<file path="config.mk">
export PLATFORM = sky130hd
export DESIGN_NAME = spi_cmd_bridge
export DESIGN_NICKNAME = d
export VERILOG_FILES = /design/src/rtl/spi_bridge_pkg.sv /design/src/rtl/spi_bridge_mem.sv /design/src/rtl/spi_bridge_err.sv /design/src/rtl/spi_bridge_ctrl.sv /design/src/rtl/spi_cmd_bridge.sv
export SDC_FILE = /design/constraint.sdc
export NUM_CORES = 2
export LEC_CHECK = 0
export ABC_CLOCK_PERIOD_IN_PS = 2540
export BUFFER_PORTS_ARGS = -buffer_cell sky130_fd_sc_hd__buf_2
export CORE_ASPECT_RATIO = 1.4
export CORE_MARGIN = 2
export CORE_UTILIZATION = 50
export CTS_BUF_LIST = sky130_fd_sc_hd__clkbuf_2 sky130_fd_sc_hd__clkbuf_4 sky130_fd_sc_hd__clkbuf_8
export CTS_CLUSTER_SIZE = 28
export DETAILED_ROUTE_END_ITERATION = 16
export GPL_TIMING_DRIVEN = 0
export PLACE_DENSITY = 0.77
export SETUP_SLACK_MARGIN = 0.02
export SYNTH_ARGS = -nofsm -noshare
export SYNTH_HDL_FRONTEND = slang
export SYNTH_HIERARCHICAL = 1
export SYNTH_SLANG_ARGS = --single-unit
export TNS_END_PERCENT = 10
</file>
<file path="constraint.sdc">
create_clock -name clk -period 2.54 [get_ports clk]
set_input_delay 0.508 -clock clk [delete_from_list [all_inputs] [get_ports clk]]
set_output_delay 0.508 -clock clk [all_outputs]
set_load 0.02 [all_outputs]
</file>
<file path="src/rtl/spi_bridge_pkg.sv">
package spi_bridge_pkg;

  localparam logic [7:0] OP_ID    = 8'h01;
  localparam logic [7:0] OP_WLEN  = 8'h02;
  localparam logic [7:0] OP_WRITE = 8'h04;
  localparam logic [7:0] OP_RLEN  = 8'h05;
  localparam logic [7:0] OP_READ  = 8'h07;
  localparam logic [7:0] OP_ERR   = 8'h08;

  localparam logic [7:0] FILL_BYTE   = 8'h00;
  localparam logic [7:0] ERR_NONE    = 8'h00;
  localparam logic [7:0] ERR_BAD_OP  = 8'hE1;
  localparam logic [7:0] ERR_WR_OVER = 8'hE2;
  localparam logic [7:0] ERR_RD_OVER = 8'hE3;

  typedef enum logic [2:0] {
    ST_IDLE,
    ST_AHI,
    ST_ALO,
    ST_WDATA,
    ST_RDATA,
    ST_REPLY
  } dec_state_e;

  typedef enum logic [1:0] {
    K_WLEN,
    K_RLEN,
    K_WRITE,
    K_READ
  } cmd_kind_e;

endpackage

</file>
<file path="src/rtl/spi_bridge_mem.sv">
module spi_bridge_mem #(
  parameter int DEPTH = 256,
  localparam int AW = $clog2(DEPTH)
) (
  input  logic          clk,
  input  logic          wr_en,
  input  logic [AW-1:0] wr_addr,
  input  logic [7:0]    wr_data,
  input  logic [AW-1:0] rd_addr,
  output logic [7:0]    rd_data
);

  logic [7:0] mem_q [DEPTH];

  always_ff @(posedge clk) begin
    if (wr_en) begin
      mem_q[wr_addr] <= wr_data;
    end
  end

  assign rd_data = mem_q[rd_addr];

endmodule

</file>
<file path="src/rtl/spi_bridge_err.sv">
module spi_bridge_err
  import spi_bridge_pkg::*;
(
  input  logic       clk,
  input  logic       rst_n,
  input  logic       set_en,
  input  logic [7:0] set_code,
  input  logic       clr_en,
  output logic [7:0] err_code
);

  logic [7:0] err_q, err_d;
  logic       err_en;

  always_comb begin
    err_d  = err_q;
    err_en = 1'b0;
    if (set_en && (err_q == ERR_NONE)) begin
      err_d  = set_code;
      err_en = 1'b1;
    end else if (clr_en) begin
      err_d  = ERR_NONE;
      err_en = 1'b1;
    end
  end

  always_ff @(posedge clk or negedge rst_n) begin
    if (!rst_n) begin
      err_q <= ERR_NONE;
    end else if (err_en) begin
      err_q <= err_d;
    end
  end

  assign err_code = err_q;

endmodule

</file>
<file path="src/rtl/spi_bridge_ctrl.sv">
module spi_bridge_ctrl
  import spi_bridge_pkg::*;
#(
  parameter logic [7:0] DEVICE_ID = 8'h5A,
  parameter int AW = 8
) (
  input  logic          clk,
  input  logic          rst_n,
  input  logic          cs_n,
  input  logic          rx_valid,
  input  logic [7:0]    rx_byte,
  output logic [7:0]    tx_byte,
  output logic          in_idle,
  output logic          wr_en,
  output logic [AW-1:0] wr_addr,
  output logic [7:0]    wr_data,
  output logic [AW-1:0] rd_addr,
  input  logic [7:0]    rd_data,
  output logic          err_set,
  output logic [7:0]    err_set_code,
  output logic          err_clr,
  input  logic [7:0]    err_code
);

  dec_state_e st_q, st_d;
  cmd_kind_e  kind_q, kind_d;
  logic [15:0] addr_q, addr_d;
  logic [15:0] cnt_q, cnt_d;
  logic [15:0] wlen_q, wlen_d;
  logic [15:0] rlen_q, rlen_d;
  logic [7:0]  tx_q, tx_d;
  logic        step, reg_en;
  logic [15:0] rd_full;
  logic [15:0] hdr_addr;
  logic        rd_more;

  assign step     = !cs_n && rx_valid;
  assign reg_en   = cs_n || rx_valid;
  assign hdr_addr = {addr_q[15:8], rx_byte};
  assign rd_full  = (st_q == ST_ALO) ? hdr_addr : (addr_q + 16'd1);
  assign rd_addr  = rd_full[AW-1:0];
  assign wr_addr  = addr_q[AW-1:0];
  assign wr_data  = rx_byte;
  assign rd_more  = ({1'b0, cnt_q} + 17'd1) < {1'b0, rlen_q};

  always_comb begin
    st_d         = st_q;
    kind_d       = kind_q;
    addr_d       = addr_q;
    cnt_d        = cnt_q;
    wlen_d       = wlen_q;
    rlen_d       = rlen_q;
    tx_d         = tx_q;
    wr_en        = 1'b0;
    err_set      = 1'b0;
    err_set_code = ERR_NONE;
    err_clr      = 1'b0;
    if (cs_n) begin
      st_d = ST_IDLE;
      tx_d = FILL_BYTE;
    end else if (step) begin
      tx_d = FILL_BYTE;
      unique case (st_q)
        ST_IDLE: begin
          unique case (rx_byte)
            OP_ID: begin
              tx_d = DEVICE_ID;
              st_d = ST_REPLY;
            end
            OP_ERR: begin
              tx_d    = err_code;
              err_clr = 1'b1;
              st_d    = ST_REPLY;
            end
            OP_WLEN: begin
              kind_d = K_WLEN;
              st_d   = ST_AHI;
            end
            OP_RLEN: begin
              kind_d = K_RLEN;
              st_d   = ST_AHI;
            end
            OP_WRITE: begin
              kind_d = K_WRITE;
              st_d   = ST_AHI;
            end
            OP_READ: begin
              kind_d = K_READ;
              st_d   = ST_AHI;
            end
            default: begin
              err_set      = 1'b1;
              err_set_code = ERR_BAD_OP;
            end
          endcase
        end
        ST_AHI: begin
          addr_d[15:8] = rx_byte;
          st_d         = ST_ALO;
        end
        ST_ALO: begin
          unique case (kind_q)
            K_WLEN: begin
              wlen_d = hdr_addr;
              st_d   = ST_IDLE;
            end
            K_RLEN: begin
              rlen_d = hdr_addr;
              st_d   = ST_IDLE;
            end
            K_WRITE: begin
              addr_d = hdr_addr;
              cnt_d  = 16'd0;
              st_d   = ST_WDATA;
            end
            K_READ: begin
              addr_d = hdr_addr;
              cnt_d  = 16'd0;
              st_d   = ST_RDATA;
              tx_d   = (rlen_q != 16'd0) ? rd_data : FILL_BYTE;
            end
            default: st_d = ST_IDLE;
          endcase
        end
        ST_WDATA: begin
          if (cnt_q < wlen_q) begin
            wr_en  = 1'b1;
            addr_d = addr_q + 16'd1;
            cnt_d  = cnt_q + 16'd1;
          end else begin
            err_set      = 1'b1;
            err_set_code = ERR_WR_OVER;
          end
        end
        ST_RDATA: begin
          if (cnt_q < rlen_q) begin
            addr_d = addr_q + 16'd1;
            cnt_d  = cnt_q + 16'd1;
            tx_d   = rd_more ? rd_data : FILL_BYTE;
          end else begin
            err_set      = 1'b1;
            err_set_code = ERR_RD_OVER;
          end
        end
        ST_REPLY: st_d = ST_IDLE;
        default:  st_d = ST_IDLE;
      endcase
    end
  end

  always_ff @(posedge clk or negedge rst_n) begin
    if (!rst_n) begin
      st_q   <= ST_IDLE;
      kind_q <= K_WLEN;
      addr_q <= 16'd0;
      cnt_q  <= 16'd0;
      wlen_q <= 16'd0;
      rlen_q <= 16'd0;
      tx_q   <= FILL_BYTE;
    end else if (reg_en) begin
      st_q   <= st_d;
      kind_q <= kind_d;
      addr_q <= addr_d;
      cnt_q  <= cnt_d;
      wlen_q <= wlen_d;
      rlen_q <= rlen_d;
      tx_q   <= tx_d;
    end
  end

  assign tx_byte = tx_q;
  assign in_idle = (st_q == ST_IDLE);

endmodule

</file>
<file path="src/rtl/spi_cmd_bridge.sv">
module spi_cmd_bridge
  import spi_bridge_pkg::*;
#(
  parameter int DEPTH = 256,
  parameter logic [7:0] DEVICE_ID = 8'h5A
) (
  input  logic       clk,
  input  logic       rst_n,
  input  logic       cs_n,
  input  logic       rx_valid,
  input  logic [7:0] rx_byte,
  output logic [7:0] tx_byte
);

  localparam int AW = $clog2(DEPTH);

  logic [1:0]    rst_pipe_q;
  logic          rst_sync_n;
  logic          in_idle;
  logic          wr_en;
  logic [AW-1:0] wr_addr;
  logic [7:0]    wr_data;
  logic [AW-1:0] rd_addr;
  logic [7:0]    rd_data;
  logic          err_set;
  logic [7:0]    err_set_code;
  logic          err_clr;
  logic [7:0]    err_code;

  always_ff @(posedge clk or negedge rst_n) begin
    if (!rst_n) begin
      rst_pipe_q <= 2'b00;
    end else begin
      rst_pipe_q <= {rst_pipe_q[0], 1'b1};
    end
  end
  assign rst_sync_n = rst_pipe_q[1];

  spi_bridge_ctrl #(
    .DEVICE_ID(DEVICE_ID),
    .AW(AW)
  ) u_ctrl (
    .clk(clk),
    .rst_n(rst_sync_n),
    .cs_n(cs_n),
    .rx_valid(rx_valid),
    .rx_byte(rx_byte),
    .tx_byte(tx_byte),
    .in_idle(in_idle),
    .wr_en(wr_en),
    .wr_addr(wr_addr),
    .wr_data(wr_data),
    .rd_addr(rd_addr),
    .rd_data(rd_data),
    .err_set(err_set),
    .err_set_code(err_set_code),
    .err_clr(err_clr),
    .err_code(err_code)
  );

  spi_bridge_mem #(
    .DEPTH(DEPTH)
  ) u_mem (
    .clk(clk),
    .wr_en(wr_en),
    .wr_addr(wr_addr),
    .wr_data(wr_data),
    .rd_addr(rd_addr),
    .rd_data(rd_data)
  );

  spi_bridge_err u_err (
    .clk(clk),
    .rst_n(rst_sync_n),
    .set_en(err_set),
    .set_code(err_set_code),
    .clr_en(err_clr),
    .err_code(err_code)
  );

endmodule

</file>
==> results.cfg <==
[placed_design]
place_area_um2 = 89300
dp_hpwl_um = 170000
io_buffers = 16
place_congestion = 1.05

[pwr]
pwr-share-seq_pct = 44.8
p_sw_uw = 28000
p_clk_share_pct = 30.2
power_uw = 87500
powerDensity_nw_per_um2 = 875
combPwrFrac_pct = 25.0
p_int_uw = 59500
peakVddDrop_v = 0.000721
leakagePower_uw = 0.0325
switching_share_pct = 32.0

[status]
run_status = finished, violations left
failed_checks = setup timing

[grt]
grt.total_usage_pct = 29.8
first_global_vias = 48700
grt_max_degree = 171
grt.overflow.total = 0
antenna_found_initial = 5
grt_pass1_wl_um = 360000

[logic_synthesis]
synth_edf_count = 2048
syn-cell-area_um2 = 85200
synth.distinct_cells = 88
synth.yosys.warnings = 6
yosys_register_bits = 2135
synthCells = 4381
ys.flop_type = edfxtp_1
syn_area_per_cell_um2 = 19.4
synth-async-reset-ratio_pct = 4.07
ys_seq_area_share_pct = 74.7

[layout]
drive_above_1_share_pct = 35.0
nets = 4920
area_delta_synth_final_pct = 17.4
design_area_um2 = 100000
utilization_pct = 59.0

[critical_path]
reg2reg_slack_ns = -1.80
crit_end = u_ctrl/tx_byte[1]$_DFFE_PN0P_
path_class = flop to flop
critical_path.startpoint = u_ctrl/st_q[2]$_DFFE_PN0P_
critical_path_required_ns = 3.42
cp.arrival_ns = 5.22
crit_chain = inv_2 -> and3_4 -> mux2_2 -> buf_4 -> buf_6 -> buf_4 -> buf_4 -> mux4_2 -> a22oi_2 -> a21oi_2 -> nor4_4 -> nor4_4 -> nand2_1 -> a31oi_1 -> a221o_1
critPathMaxStageDelay_ns = 0.60
endpoint_kind = flop
cp-start-kind = flop
r2r-start = u_ctrl/st_q[2]$_DFFE_PN0P_
timing.critical_path.mode_cell = buf_4
worst_path_max_delay_cell = nor4_4
reg2reg_to = u_ctrl/tx_byte[1]$_DFFE_PN0P_
path_max_fanout = 10
reg2reg_depth = 15

[timing]
finalWorstSetupSlack_ns = -1.80
slew-limit-headroom_pct = 11.5
finalClockSkew_ns = 0.0713
fin_crit_sh_pct = 171
maxSlewViolCount = 0
setup_violations = 2092
rsz0062_at_grt = yes
final.min_clock_period_ns = 4.34
tns_ns = -1790.70
max_freq_ghz = 0.230
hold_viol = 0
worstMarginPinSlew_ns = 1.33

[die]
die_area_um2 = 174000
die_h_um = 492
io_pins = 20
coreArea_um2 = 170000
fp-row-count = 179
initial_core_util_pct = 50.2
die_x_um = 353

[clock_tree]
clkTransAtPathRegs_ns = 0.06
cts_max_level = 5
tritoncts = done
cts.sinks = 2135
clock_path_buffers = 4
clock_latency_ns = 1.05
cts_buffers = 307
cts-root-buf = clkbuf_8

[routing]
wl_per_cell_um = 35.9
ant_nets = 0
first_iter_violations = 7158
avgViaCountPerCell = 6.66
drc_errors = 0
dr.pass1.iters = 9
wl_um = 263000
vias = 48900

[worst_hold_path]
min_path_type = primary input to flop

[run]
max_cap_viol_count = 0
[per-stage QoR]
| step | cells | setup slack [ns] | hold slack [ns] |
|---|---|---|---|
| 2_1_floorplan | 4383 | -0.766 | 0.212 |
| 3_5_place_dp | 6673 | -4.25 | 0.199 |
| 4_1_cts | 7281 | -1.68 | 0.00280 |
| 6_report | 7335 | -1.80 | 0.0181 |
| 5_1_grt | 7333 | -1.76 | 0.0332 |
| 3_3_place_gp | 6661 | -4.95 | 0.293 |
[worst min path at each step]
stage,slack [ns],cells after the start,startpoint,endpoint
2_1_floorplan,0.21,0,rst_n,rst_pipe_q[0]$_DFF_PN0_
3_3_place_gp,0.29,1,rst_n,rst_pipe_q[0]$_DFF_PN0_
3_5_place_dp,0.20,0,rst_pipe_q[1]$_DFF_PN0_,u_ctrl/cnt_q[11]$_DFFE_PN0P_
4_1_cts,0.003,4,rx_byte[1],u_ctrl/kind_q[1]$_DFFE_PN0P_
5_1_grt,0.03,1,rx_byte[1],u_mem/mem_q[181][1]$_DFFE_PP_
6_report,0.02,1,rx_byte[1],u_mem/mem_q[1][1]$_DFFE_PP_
[layer usage]
| metal | wire length, µm | vias to the layer above | global-route usage, % | part of all wire [%] |
|---|---|---|---|---|
| met2 | 124000 | 4060 | 47.3 | 47 |
| met1 | 78500 | 24700 | 33.0 | 30 |
| li1 | - | 19000 | - | - |
| met3 | 32400 | 1112 | 8.61 | 12 |
| met5 | 179 | - | 0.274 | 0.068 |
| met4 | 27800 | 4 | 26.0 | 11 |
[cell families (layout without fill, tap and decap cells)]
logic type / count (synthesis) / count (layout) / synth area share [%]
buffers and inverters: 332 / 1018 / 2.27
other: 2 / 8 / 0.00882
AND/OR/NAND/NOR: 667 / 667 / 3.62
adder cells (fa/ha/maj): 47 / 47 / 0.690
flip-flops: 2135 / 2135 / 74.7
XOR/XNOR: 22 / 22 / 0.226
multiplexers: 608 / 608 / 13.9
AO/OA/AOI/OAI: 568 / 568 / 4.56
[final cells by class]
type / count / area (µm²)
Clock buffer: 395 / 4950
Inverter: 52 / 196
Sequential cell: 2135 / 63700
Clock inverter: 122 / 795
Antenna cell: 4 / 10.0
Multi-Input combinational cell: 1916 / 22400
Tap cell: 2262 / 2830
Timing Repair Buffer: 178 / 1960
Fill cell: 11500 / 69500
Buffer: 271 / 3150
[state kept, by name, indices dropped and copies added, names as in the netlist]
name / count
u_mem/mem_q: 2048
rst_pipe_q: 2
u_ctrl/tx_byte: 8
u_ctrl/cnt_q: 16
u_ctrl/kind_q: 2
u_ctrl/wlen_q: 16
u_ctrl/rlen_q: 16
u_ctrl/st_q: 3
u_ctrl/addr_q: 16
u_err/err_code: 8
[cell usage after synthesis (7+ instances only)]
cell type	count	share of area, %
and3_1	8	0.059
dfrtp_1	87	2.6
buf_2	37	0.22
xnor2_1	15	0.15
o21ai_1	7	0.041
o21ai_0	75	0.44
o221ai_1	46	0.47
a211oi_1	19	0.17
buf_4	49	0.43
a22o_1	16	0.16
nor2b_1	33	0.24
nand2b_1	14	0.10
mux2_2	16	0.21
nor3_1	27	0.16
clkbuf_1	125	0.55
buf_8	13	0.23
o211ai_1	10	0.088
and2_1	11	0.081
a221oi_1	14	0.14
buf_12	8	0.19
mux2i_1	136	1.6
nand4_1	19	0.14
nor2_1	318	1.4
ha_1	47	0.69
mux4_2	454	12
nand3_1	58	0.34
nand2_1	114	0.50
edfxtp_1	2048	72
o22a_1	7	0.072
xor2_1	7	0.072
a31oi_1	7	0.051
inv_1	50	0.22
a21oi_1	139	0.82
o22ai_1	36	0.26
a22oi_1	137	1.2
buf_1	23	0.10
buf_6	24	0.32
nor4_1	29	0.21
[layout by cell type, fill, tap and decap left out, drive strengths merged, types with 7 or more instances in the layout]
cell type,instances
nor2,318
o211ai,10
nand3,59
o22a,7
o221ai,47
o22ai,36
bufinv,10
edfxtp,2048
a21oi,140
dlygate4sd3,16
mux2,16
clkinv,107
mux2i,136
nor3,27
inv,52
a221oi,15
and2,11
mux4,456
nor4,33
nand2b,14
o21ai,84
a22o,16
buf,329
nand4,20
a2111oi,9
and3,9
xor2,7
a211oi,19
ha,47
nand2,114
a22oi,137
clkbuf,499
a31oi,7
xnor2,15
dfrtp,87
nor2b,33
[power by group through the flow]
stage | registers [µW] | clock network (µW) | logic (µW)
floorplan | 39800 | 0 | 8940
global placement | 40000 | 0 | 16800
detailed placement | 39900 | 0 | 17100
CTS | 39200 | 26500 | 20000
global route | 39200 | 27900 | 21700
finish | 39200 | 26400 | 21900
[worst max-delay path: cells and delay by family, from the launching register on]
| family | cells | cell delay, ns |
|---|---|---|
| buffers and inverters | 5 | 1.25 |
| AND/OR/NAND/NOR | 4 | 1.14 |
| AO/OA/AOI/OAI | 4 | 0.74 |
| multiplexers | 2 | 0.63 |
| flip-flops | 1 | 0.42 |
[what timing repair did]
item,in CTS,in global routing
endpoints found under the setup margin,2093,2093
resized for setup,691,194
buffers inserted,77,55
cloned,3,1
endpoints found under the hold margin,25,0
pin swaps,76,92
hold buffers,16,0
(Power assumes the default switching activity.)
